--- config.mk ---
export PLATFORM = sky130hd
export DESIGN_NAME = fpm_dram_ctrl
export DESIGN_NICKNAME = d
export VERILOG_FILES = /design/src/rtl/fpm_pkg.sv /design/src/rtl/fpm_refresh_sched.sv /design/src/rtl/fpm_ras_window.sv /design/src/rtl/fpm_seq.sv /design/src/rtl/fpm_dram_ctrl.sv
export SDC_FILE = /design/constraint.sdc
export NUM_CORES = 1
export LEC_CHECK = 0
export BUFFER_PORTS_ARGS = -buffer_cell sky130_fd_sc_hd__buf_2
export CORE_MARGIN = 2
export CORE_UTILIZATION = 35
export DETAILED_ROUTE_END_ITERATION = 12
export GPL_TIMING_DRIVEN = 0
export PLACE_DENSITY = 0.51
export SYNTH_ARGS = -nofsm -noshare
export SYNTH_HDL_FRONTEND = slang
export SYNTH_SLANG_ARGS = --single-unit
--- constraint.sdc ---
create_clock -name clk -period 3.8 [get_ports clk]
set_input_delay 0.38 -clock clk [delete_from_list [all_inputs] [get_ports clk]]
set_output_delay 0.38 -clock clk [all_outputs]
set_load 0.01 [all_outputs]
--- src/rtl/fpm_pkg.sv ---
package fpm_pkg;

    typedef enum logic [3:0] {
        ST_IDLE,
        ST_PRECHG,
        ST_ROW_HOLD,
        ST_COL_SET,
        ST_CAS_LO,
        ST_CAS_HI,
        ST_PAGE,
        ST_CLOSE,
        ST_REF_LO
    } seq_state_e;

    function automatic int max2(input int a, input int b);
        return (a > b) ? a : b;
    endfunction

endpackage

--- src/rtl/fpm_refresh_sched.sv ---
module fpm_refresh_sched #(
    parameter int REF_INTERVAL = 1560,
    parameter int ROW_W        = 8
) (
    input  logic             clk,
    input  logic             rst_n,
    input  logic             ack,
    output logic             pend,
    output logic [ROW_W-1:0] row
);
    localparam int IV_W = (REF_INTERVAL > 1) ? $clog2(REF_INTERVAL) : 1;

    typedef struct packed {
        logic [IV_W-1:0]  tick_cnt;
        logic             pend;
        logic [ROW_W-1:0] row;
    } sched_t;

    sched_t q, d;
    logic   tick;

    always_comb begin
        d    = q;
        tick = (q.tick_cnt == IV_W'(REF_INTERVAL - 1));
        if (tick) d.tick_cnt = '0;
        else      d.tick_cnt = q.tick_cnt + IV_W'(1);
        d.pend = (q.pend & ~ack) | tick;
        if (ack) d.row = q.row + ROW_W'(1);
    end

    always_ff @(posedge clk) begin
        if (!rst_n) q <= '0;
        else        q <= d;
    end

    assign pend = q.pend;
    assign row  = q.row;
endmodule

--- src/rtl/fpm_ras_window.sv ---
module fpm_ras_window #(
    parameter int T_RAS = 5
) (
    input  logic clk,
    input  logic rst_n,
    input  logic ras_n,
    output logic tras_met
);
    localparam int W_W = $clog2(T_RAS + 1);

    logic [W_W-1:0] lo_cnt_q, lo_cnt_d;

    always_comb begin
        if (ras_n)                          lo_cnt_d = '0;
        else if (lo_cnt_q == W_W'(T_RAS))   lo_cnt_d = lo_cnt_q;
        else                                lo_cnt_d = lo_cnt_q + W_W'(1);
    end

    always_ff @(posedge clk) begin
        if (!rst_n) lo_cnt_q <= '0;
        else        lo_cnt_q <= lo_cnt_d;
    end

    // A rise decided now becomes visible at the next edge: T_RAS-1 elapsed suffices.
    assign tras_met = !ras_n && (32'(lo_cnt_q) >= T_RAS - 1);
endmodule

--- src/rtl/fpm_seq.sv ---
module fpm_seq
    import fpm_pkg::*;
#(
    parameter int ADDR_W = 16,
    parameter int ROW_W  = 8,
    parameter int DATA_W = 4,
    parameter int T_RAS  = 5,
    parameter int T_RP   = 4,
    parameter int T_RCD  = 3,
    parameter int T_RAH  = 1,
    parameter int T_CAS  = 2,
    parameter int T_CP   = 1
) (
    input  logic              clk,
    input  logic              rst_n,
    input  logic              host_req,
    input  logic              host_we,
    input  logic [ADDR_W-1:0] host_addr,
    input  logic [DATA_W-1:0] host_wdata,
    output logic              host_ready,
    output logic [DATA_W-1:0] host_rdata,
    output logic              host_rvalid,
    input  logic              ref_pend,
    input  logic [ROW_W-1:0]  ref_row,
    output logic              ref_ack,
    input  logic              tras_met,
    output logic              mem_ras_n,
    output logic              mem_cas_n,
    output logic              mem_we_n,
    output logic [ROW_W-1:0]  mem_addr,
    output logic [DATA_W-1:0] mem_dq_o,
    output logic              mem_dq_oe,
    input  logic [DATA_W-1:0] mem_dq_i
);
    localparam int COL_W = ADDR_W - ROW_W;
    localparam int TMAX  = max2(max2(max2(T_RAS, T_RP), max2(T_RCD, T_CAS)), T_CP);
    localparam int CNT_W = $clog2(TMAX + 1);

    typedef struct packed {
        seq_state_e        state;
        logic [CNT_W-1:0]  cnt;
        logic [ROW_W-1:0]  row;
        logic [COL_W-1:0]  col;
        logic              wr;
        logic [DATA_W-1:0] wdata;
        logic              pend;
        logic [ROW_W-1:0]  rrow;
        logic              ras_n;
        logic              cas_n;
        logic              we_n;
        logic [ROW_W-1:0]  addr;
        logic              dq_oe;
        logic [DATA_W-1:0] dq_o;
        logic [DATA_W-1:0] rdata;
        logic              rvalid;
    } seq_t;

    seq_t q, d;
    logic cnt_done;
    logic row_hit;

    assign cnt_done   = (q.cnt == '0);
    assign row_hit    = (host_addr[ADDR_W-1:COL_W] == q.row);
    assign host_ready = ((q.state == ST_IDLE) || (q.state == ST_PAGE)) && !ref_pend && !q.pend;

    always_comb begin
        d        = q;
        d.rvalid = 1'b0;
        ref_ack  = 1'b0;

        unique case (q.state)
            ST_IDLE: begin
                if (ref_pend) begin
                    d.state = ST_REF_LO;
                    d.cnt   = CNT_W'(T_RAS - 1);
                    d.rrow  = ref_row;
                    ref_ack = 1'b1;
                end else if (q.pend) begin
                    d.state = ST_ROW_HOLD;
                    d.cnt   = CNT_W'(T_RAH - 1);
                    d.pend  = 1'b0;
                end else if (host_req) begin
                    d.row   = host_addr[ADDR_W-1:COL_W];
                    d.col   = host_addr[COL_W-1:0];
                    d.wr    = host_we;
                    d.wdata = host_wdata;
                    d.state = ST_ROW_HOLD;
                    d.cnt   = CNT_W'(T_RAH - 1);
                end
            end
            ST_PRECHG: begin
                if (cnt_done) d.state = ST_IDLE;
                else          d.cnt   = q.cnt - CNT_W'(1);
            end
            ST_ROW_HOLD: begin
                if (cnt_done) begin
                    d.state = ST_COL_SET;
                    d.cnt   = CNT_W'(T_RCD - T_RAH - 1);
                end else begin
                    d.cnt = q.cnt - CNT_W'(1);
                end
            end
            ST_COL_SET: begin
                if (cnt_done) begin
                    d.state = ST_CAS_LO;
                    d.cnt   = CNT_W'(T_CAS - 1);
                end else begin
                    d.cnt = q.cnt - CNT_W'(1);
                end
            end
            ST_CAS_LO: begin
                if (cnt_done) begin
                    d.state = ST_CAS_HI;
                    d.cnt   = CNT_W'(T_CP - 1);
                    if (!q.wr) begin
                        d.rdata  = mem_dq_i;
                        d.rvalid = 1'b1;
                    end
                end else begin
                    d.cnt = q.cnt - CNT_W'(1);
                end
            end
            ST_CAS_HI: begin
                if (cnt_done) d.state = ST_PAGE;
                else          d.cnt   = q.cnt - CNT_W'(1);
            end
            ST_PAGE: begin
                if (ref_pend) begin
                    d.state = ST_CLOSE;
                end else if (host_req) begin
                    d.col   = host_addr[COL_W-1:0];
                    d.wr    = host_we;
                    d.wdata = host_wdata;
                    if (row_hit) begin
                        d.state = ST_COL_SET;
                        d.cnt   = '0;
                    end else begin
                        d.row   = host_addr[ADDR_W-1:COL_W];
                        d.pend  = 1'b1;
                        d.state = ST_CLOSE;
                    end
                end
            end
            ST_CLOSE: begin
                if (tras_met) begin
                    d.state = ST_PRECHG;
                    d.cnt   = CNT_W'(T_RP - 1);
                end
            end
            ST_REF_LO: begin
                if (cnt_done) begin
                    d.state = ST_PRECHG;
                    d.cnt   = CNT_W'(T_RP - 1);
                end else begin
                    d.cnt = q.cnt - CNT_W'(1);
                end
            end
            default: d.state = ST_IDLE;
        endcase

        // Pin values follow the state being entered, so every pin leaves a register.
        d.ras_n = (d.state == ST_IDLE) || (d.state == ST_PRECHG);
        d.cas_n = (d.state != ST_CAS_LO);
        d.dq_oe = d.wr && ((d.state == ST_COL_SET) || (d.state == ST_CAS_LO));
        d.we_n  = !d.dq_oe;
        d.dq_o  = d.wdata;
        unique case (d.state)
            ST_ROW_HOLD:          d.addr = d.row;
            ST_COL_SET, ST_CAS_LO: d.addr = ROW_W'(d.col);
            ST_REF_LO:            d.addr = d.rrow;
            default:              d.addr = q.addr;
        endcase
    end

    always_ff @(posedge clk) begin
        if (!rst_n) begin
            q       <= '0;
            q.state <= ST_IDLE;
            q.ras_n <= 1'b1;
            q.cas_n <= 1'b1;
            q.we_n  <= 1'b1;
        end else begin
            q <= d;
        end
    end

    assign mem_ras_n   = q.ras_n;
    assign mem_cas_n   = q.cas_n;
    assign mem_we_n    = q.we_n;
    assign mem_addr    = q.addr;
    assign mem_dq_o    = q.dq_o;
    assign mem_dq_oe   = q.dq_oe;
    assign host_rdata  = q.rdata;
    assign host_rvalid = q.rvalid;
endmodule

--- src/rtl/fpm_dram_ctrl.sv ---
module fpm_dram_ctrl #(
    parameter int ADDR_W       = 16,
    parameter int ROW_W        = 8,
    parameter int DATA_W       = 4,
    parameter int T_RAS        = 5,
    parameter int T_RP         = 4,
    parameter int T_RCD        = 3,
    parameter int T_RAH        = 1,
    parameter int T_CAS        = 2,
    parameter int T_CP         = 1,
    parameter int REF_INTERVAL = 1560
) (
    input  logic              clk,
    input  logic              rst_n,
    input  logic              host_req,
    input  logic              host_we,
    input  logic [ADDR_W-1:0] host_addr,
    input  logic [DATA_W-1:0] host_wdata,
    output logic              host_ready,
    output logic [DATA_W-1:0] host_rdata,
    output logic              host_rvalid,
    output logic              mem_ras_n,
    output logic              mem_cas_n,
    output logic              mem_we_n,
    output logic [ROW_W-1:0]  mem_addr,
    output logic [DATA_W-1:0] mem_dq_o,
    output logic              mem_dq_oe,
    input  logic [DATA_W-1:0] mem_dq_i
);
    logic             ref_pend;
    logic             ref_ack;
    logic [ROW_W-1:0] ref_row;
    logic             tras_met;

    fpm_refresh_sched #(
        .REF_INTERVAL(REF_INTERVAL),
        .ROW_W       (ROW_W)
    ) u_sched (
        .clk  (clk),
        .rst_n(rst_n),
        .ack  (ref_ack),
        .pend (ref_pend),
        .row  (ref_row)
    );

    fpm_ras_window #(
        .T_RAS(T_RAS)
    ) u_win (
        .clk     (clk),
        .rst_n   (rst_n),
        .ras_n   (mem_ras_n),
        .tras_met(tras_met)
    );

    fpm_seq #(
        .ADDR_W(ADDR_W), .ROW_W(ROW_W), .DATA_W(DATA_W),
        .T_RAS(T_RAS), .T_RP(T_RP), .T_RCD(T_RCD),
        .T_RAH(T_RAH), .T_CAS(T_CAS), .T_CP(T_CP)
    ) u_seq (
        .clk        (clk),
        .rst_n      (rst_n),
        .host_req   (host_req),
        .host_we    (host_we),
        .host_addr  (host_addr),
        .host_wdata (host_wdata),
        .host_ready (host_ready),
        .host_rdata (host_rdata),
        .host_rvalid(host_rvalid),
        .ref_pend   (ref_pend),
        .ref_row    (ref_row),
        .ref_ack    (ref_ack),
        .tras_met   (tras_met),
        .mem_ras_n  (mem_ras_n),
        .mem_cas_n  (mem_cas_n),
        .mem_we_n   (mem_we_n),
        .mem_addr   (mem_addr),
        .mem_dq_o   (mem_dq_o),
        .mem_dq_oe  (mem_dq_oe),
        .mem_dq_i   (mem_dq_i)
    );
endmodule

**Word-level counts from Yosys, hierarchy flattened**

Cells that the tools add are included.

- Bits in registers: 77
- Input bits: 28

- Bitwise logic cells: 5
- $add $sub $neg: 4
- Order comparisons: 1
- Muxes and demuxes: 32
- Equal/unequal tests: 27
- Reduce and logical (&&, ||, !) cells: 27

Operator list:

| operator | count |
|---|---|
| $pmux W22 S2 | 1 |
| $pmux W4 S9 | 1 |
| $mux W29 | 1 |
| $mux W28 | 1 |
| $mux W4 | 7 |
| $mux W25 | 1 |
| $mux W8 | 3 |
| $pmux W8 S3 | 1 |
| $mux W22 | 1 |
| $mux W21 | 1 |
| $mux W7 | 3 |
| $pmux W3 S7 | 1 |
| $eq A4 B3 Y1 const B | 5 |
| $mux W3 | 6 |
| $eq A4 B2 Y1 const B | 4 |
| $ne A2 B2 Y1 const B | 8 |
| $add A11 B1 Y11 const B | 1 |
| $eq A11 B11 Y1 const B | 1 |
| $reduce_or A2 Y1 | 5 |
| $add A8 B1 Y8 const B | 1 |
| $eq A4 B1 Y1 const B | 2 |
| $eq A4 B4 Y1 const B | 2 |
| $eq A8 B8 Y1 | 1 |
| $logic_not A4 Y1 | 2 |
| 21 further kinds | 36 |

**Logic depth before layout (Yosys ltp)**

- Depth in word-level cells: 9
- Gate-level depth with buffers: 12
- Depth with buffers taken out: 9

**Hierarchy**

A second synthesis with hierarchy kept.

- Cells, all modules: 418
- Area total of the unflattened synthesis: 3819.9 um2

By module, submodules not included:

| module | cells an instance | seq. area each (um2) | times used | area an instance (um2) |
|---|---|---|---|---|
| fpm_seq | 298 | 1081.0 | 1 | 2713.9 |
| fpm_refresh_sched | 104 | 400.4 | 1 | 940.9 |
| fpm_ras_window | 16 | 60.1 | 1 | 165.2 |

**Worst setup path before layout**

OpenSTA, ideal clock, no wires.

- Kind: register to register
- Start: register u_seq.q[51] (netlist bit)
- End: register u_seq.q (netlist bit u_seq.mem_addr[4])
- Data arrival time: 2314 ps
- Slack: 1368 ps
- Period minus slack after synthesis: 2432 ps
- Library setup time: 119 ps
- Cell stages (with the launch flop): 12
- Cell sequence: dfxtp_1 inv_1 ha_1 nand2b_1 buf_4 mux2_4 o32ai_4 or3_4 nor2_4 or3_1 buf_2 o221a_1

- Word-level cells in the longest chain between the ends: 6
- Elaborated cells on any way between the ends: 15
- Classes of those cells: 4 x eq/ne; 8 x mux; 3 x reduce/logical

RTL lines:

| what | RTL line | RTL |
|---|---|---|
| from (decl) | fpm_seq.sv:58 | `seq_t q, d;` |
| $logic_not A3 Y1 (*) | fpm_seq.sv:62 | `assign cnt_done = (q.cnt == '0);` |
| $mux W4, or another cell as far along | fpm_seq.sv:151 | `if (cnt_done) begin` |
| $pmux W4 S9 (*) | fpm_seq.sv:71 | `unique case (q.state)` |
| $eq A4 B3 Y1 / $eq A4 B2 Y1 (equally long branches) | fpm_seq.sv:167 | `unique case (d.state)` |
| $reduce_or A2 Y1 | fpm_seq.sv:167 |  |
| $pmux W8 S3 / $reduce_bool A3 Y1 (equally long branches) | n/a |  |

Every way passes the cells marked *; elsewhere a longest branch is shown, timed or not.
A chain may end at the register's enable or synchronous reset.

**Worst setup path after layout**

- Start: register u_seq.q[56] (netlist bit)
- End: register u_seq.q (netlist bit u_seq.mem_addr[6])

- Word-level cells in the longest chain between the ends: 7
- Elaborated cells on any way between the ends: 31
- Classes of those cells: 12 x eq/ne; 16 x mux; 3 x reduce/logical

RTL lines:

| what | RTL line | RTL |
|---|---|---|
| $mux W28 | fpm_seq.sv:82 | `end else if (host_req) begin` |
| $mux W7 | fpm_seq.sv:78 | `end else if (q.pend) begin` |
| $mux W7 | fpm_seq.sv:73 | `if (ref_pend) begin` |
| $pmux W4 S9 | fpm_seq.sv:71 |  |
| $eq A4 B3 Y1 / $eq A4 B2 Y1 (equally long branches) | fpm_seq.sv:167 |  |
| $reduce_or A2 Y1 | fpm_seq.sv:167 |  |
| $pmux W8 S3 / $reduce_bool A3 Y1 (equally long branches) | n/a |  |

Several ways; a longest one is shown, not always the timed one. The select of a mux whose other input is x is not followed.

==> qor.csv <==
metric,value,unit
vias,3205,
finalSetupTns,0,ns
grt_setup_unrepaired,false,
cp.buffers_inverters,3,
via_per_inst,5.055,
place_ws,0.9672,ns
worst_pin_slew,1.074,ns
outcome,finished clean,
cts_made_buffers,9,
die_w,108.9,um
diodes,0,
timing.fmax,363.5,MHz
synthTopCellsByArea,"dfxtp_1 (40%), mux2i_1 (7.8%), nor2_1 (6.8%)",
skew,0.01244,ns
wirelength,9.274,mm
initialDrtViolationCount,136,
clk-insertion-delay-late,0.36,ns
fin_ws,1.049,ns
synth_ff_type,dfxtp_1,
nFillCells,1102,
sw_frac_of_total,0.3745,
async_flop_share,0,
worstPathMaxFanout,10,
crit_path_frequent_cell,buf_2,
antenna_left,0,
grt.total_usage,0.1659,
min_period,2.751,ns
ys_seq_area_frac,0.4001,
cp.required,4.05,ns
area_growth,16.76,%
grt_max_degree,16,
cts-root-to-sink-buffers,2,
ctsHoldBuffers,0,
critPathTopFamily,buffers and inverters,
irDropWorstVdd,216.2,uV
cts_setup_buffers,0,
cts_tree,yes,
crit_slowest_cell,o211ai_1,
clk_pin_slew,0.09,ns
post-route-period-util,0.7239,
root_buffer,clkbuf_8,
max_stage_delay,0.54,ns
fin_nets,523,
finalSetupViolations,0,
netlist.area_leader.share,0.4001,
finalHoldViolCount,0,
drv_cap,0,
ys_ff_latch,77,
dpl_cell_area,4268,um^2
clockPowerShare,0.241,
path_class,reg -> reg,
cts_sinks,77,
wl_per_cell,14.63,um
p_seq_frac,0.330,
drv_slew,0,
leakagePower,1.945,nW
ys_types,66,
cp-end-kind,flip-flop,
grt_overflow,0,
gp_congestion,0.7890,
crit_chain,buf_2 -> clkbuf_1 -> nor3_1 -> o211ai_1 -> buf_2 -> mux2i_1 -> o32ai_1 -> o221a_1,
instances_no_fill,634,
final_cell_area,4498,um^2
portBuffers,48,
power_frac_comb,0.429,
grt_pass1_vias,3107,
yosysTopAreaCell,dfxtp_1,
drive_above_1_share,0.2166,
hold_path.class,in -> reg,
synth_edf_count,0,
avgSynthCellArea,8.959,um^2
switching_power,1.134,mW
initial_core_util,0.3569,
cts_resized,0,
htreeDepth,3,
syn_inst,430,
core_area,10790,um^2
crit_arrival,3.00,ns
die_y,108.9,um
ioPinCount,50,
dp.final_hpwl,6.792,mm
powerDensity,673.5,nW/um^2
final_util,0.4168,
slew_headroom,0.2796,
syn_area,3852,um^2
rows,38,
grt_pass1_wl,15.26,mm
dpl.cell_count,618,
syn-num-nets,464,
ys_warn_count,0,
die_area,11860,um^2
cp-start-kind,flip-flop,
intPower,1.895,mW
antenna_found_initial,0,
drcViolationCount,0,
dr.pass1.iters,4,
[flip-flops by register name, summed over array words and instances, names as in the netlist]
register,cells
u_sched.pend,1
u_sched.q,11
u_sched.row,8
u_seq.host_rdata,4
u_seq.host_rvalid,1
u_seq.mem_addr,8
u_seq.mem_cas_n,1
u_seq.mem_dq_oe,1
u_seq.mem_ras_n,1
u_seq.mem_we_n,1
u_seq.q,37
u_win.lo_cnt_q,3
[layout make-up]
| class | count | area, um^2 | area share |
|---|---|---|---|
| Multi-Input combinational cell | 304 | 2043 | 0.4542 |
| Buffer | 42 | 241.5 | 0.05369 |
| Inverter | 7 | 26.28 | 0.005841 |
| Tap cell | 140 | 175.2 | 0.03894 |
| Clock inverter | 7 | 106.4 | 0.02364 |
| Sequential cell | 77 | 1541 | 0.3427 |
| Clock buffer | 9 | 123.9 | 0.02754 |
| Timing Repair Buffer | 48 | 240.2 | 0.05341 |
[synthesized netlist by cell type (all sizes together) (3+ instances only)]
cell type,count
a211oi,3
a21oi,19
a22oi,3
a41oi,4
and2,4
and3,5
buf,26
clkbuf,16
dfxtp,77
ha,6
inv,7
mux2i,30
nand2,26
nand2b,12
nand3,8
nand4,5
nor2,71
nor3,13
nor3b,8
nor4,3
o21ai,8
o221a,4
o32ai,4
o41ai,5
or3,9
xnor2,8
xor2,18
[layout by cell type (no fill, tap or decap), types with 3 or more instances in the layout]
cell / n
dfxtp_1: 77
clkbuf_1: 15
nand4_1: 5
inv_1: 7
o41ai_1: 5
ha_1: 6
o21ai_0: 6
buf_4: 18
nor2_1: 70
xnor2_1: 8
xor2_1: 18
nand2_1: 26
buf_2: 54
nor3_1: 12
and3_1: 5
a211oi_1: 3
o221a_1: 4
or3_1: 8
clkbuf_8: 9
and2_1: 4
a21oi_1: 19
nand2b_1: 12
a41oi_1: 3
nor3b_1: 7
nand3_1: 8
o32ai_1: 3
mux2i_1: 30
[logic make-up (layout without fill, tap and decap cells)]
family                   after synthesis  after routing  share of synthesized area
AO/OA/AOI/OAI                         64             64                     0.1332
XOR/XNOR                              26             26                    0.05911
adder cells (fa/ha/maj)                6              6                    0.01949
buffers and inverters                 49            113                    0.06950
flip-flops                            77             77                     0.4001
multiplexers                          32             32                    0.08477
AND/OR/NAND/NOR                      176            176                     0.2338
[worst paths after layout]
check                                         to  depth (start not counted)  slack [ns]              startpoint
setup reg to reg  u_seq.mem_addr[6]$_SDFFE_PN0P_                          8        1.05  u_seq.q[56]$_SDFF_PN0_
setup / recovery  u_seq.mem_addr[6]$_SDFFE_PN0P_                          8        1.05  u_seq.q[56]$_SDFF_PN0_
hold reg to reg           u_seq.q[27]$_SDFF_PN0_                          2        0.46  u_seq.q[27]$_SDFF_PN0_
hold / removal          u_seq.q[32]$_SDFFE_PN0P_                          3        0.24           host_wdata[2]
[power groups by stage]
stage / Clock [mW] / Sequential [mW] / Combinational (mW)
after detailed placement: 0 / 1.02 / 1.30
after global routing: 0.775 / 1.01 / 1.44
final: 0.731 / 0.999 / 1.30
after CTS: 0.744 / 0.999 / 1.30
after global placement: 0 / 1.01 / 1.28
after floorplan: 0 / 1.00 / 1.00
[stage by stage]
| step | hold slack, ns | total power [mW] |
|---|---|---|
| detailed placement | 0.4493 | 2.315 |
| CTS | 0.2305 | 3.048 |
| global placement | 0.4418 | 2.290 |
| global route | 0.2387 | 3.225 |
| finish | 0.2423 | 3.029 |
| floorplan | 0.4260 | 2.005 |
[worst register-to-register path: stages, from the launching register on]
cell	delay (ns)
dfxtp_1	0.34
buf_2	0.22
clkbuf_1	0.39
nor3_1	0.08
o211ai_1	0.54
buf_2	0.42
mux2i_1	0.30
o32ai_1	0.13
o221a_1	0.23
[routing by layer]
layer | vias to the layer above | wire length [um] | global-route usage
met5 | - | 0 | 0
met4 | 0 | 154 | 0.06410
met3 | 17 | 438 | 0.03168
met2 | 70 | 4111 | 0.2600
met1 | 1512 | 4570 | 0.2252
li1 | 1606 | - | -
Power figures use the tool's default switching activity.
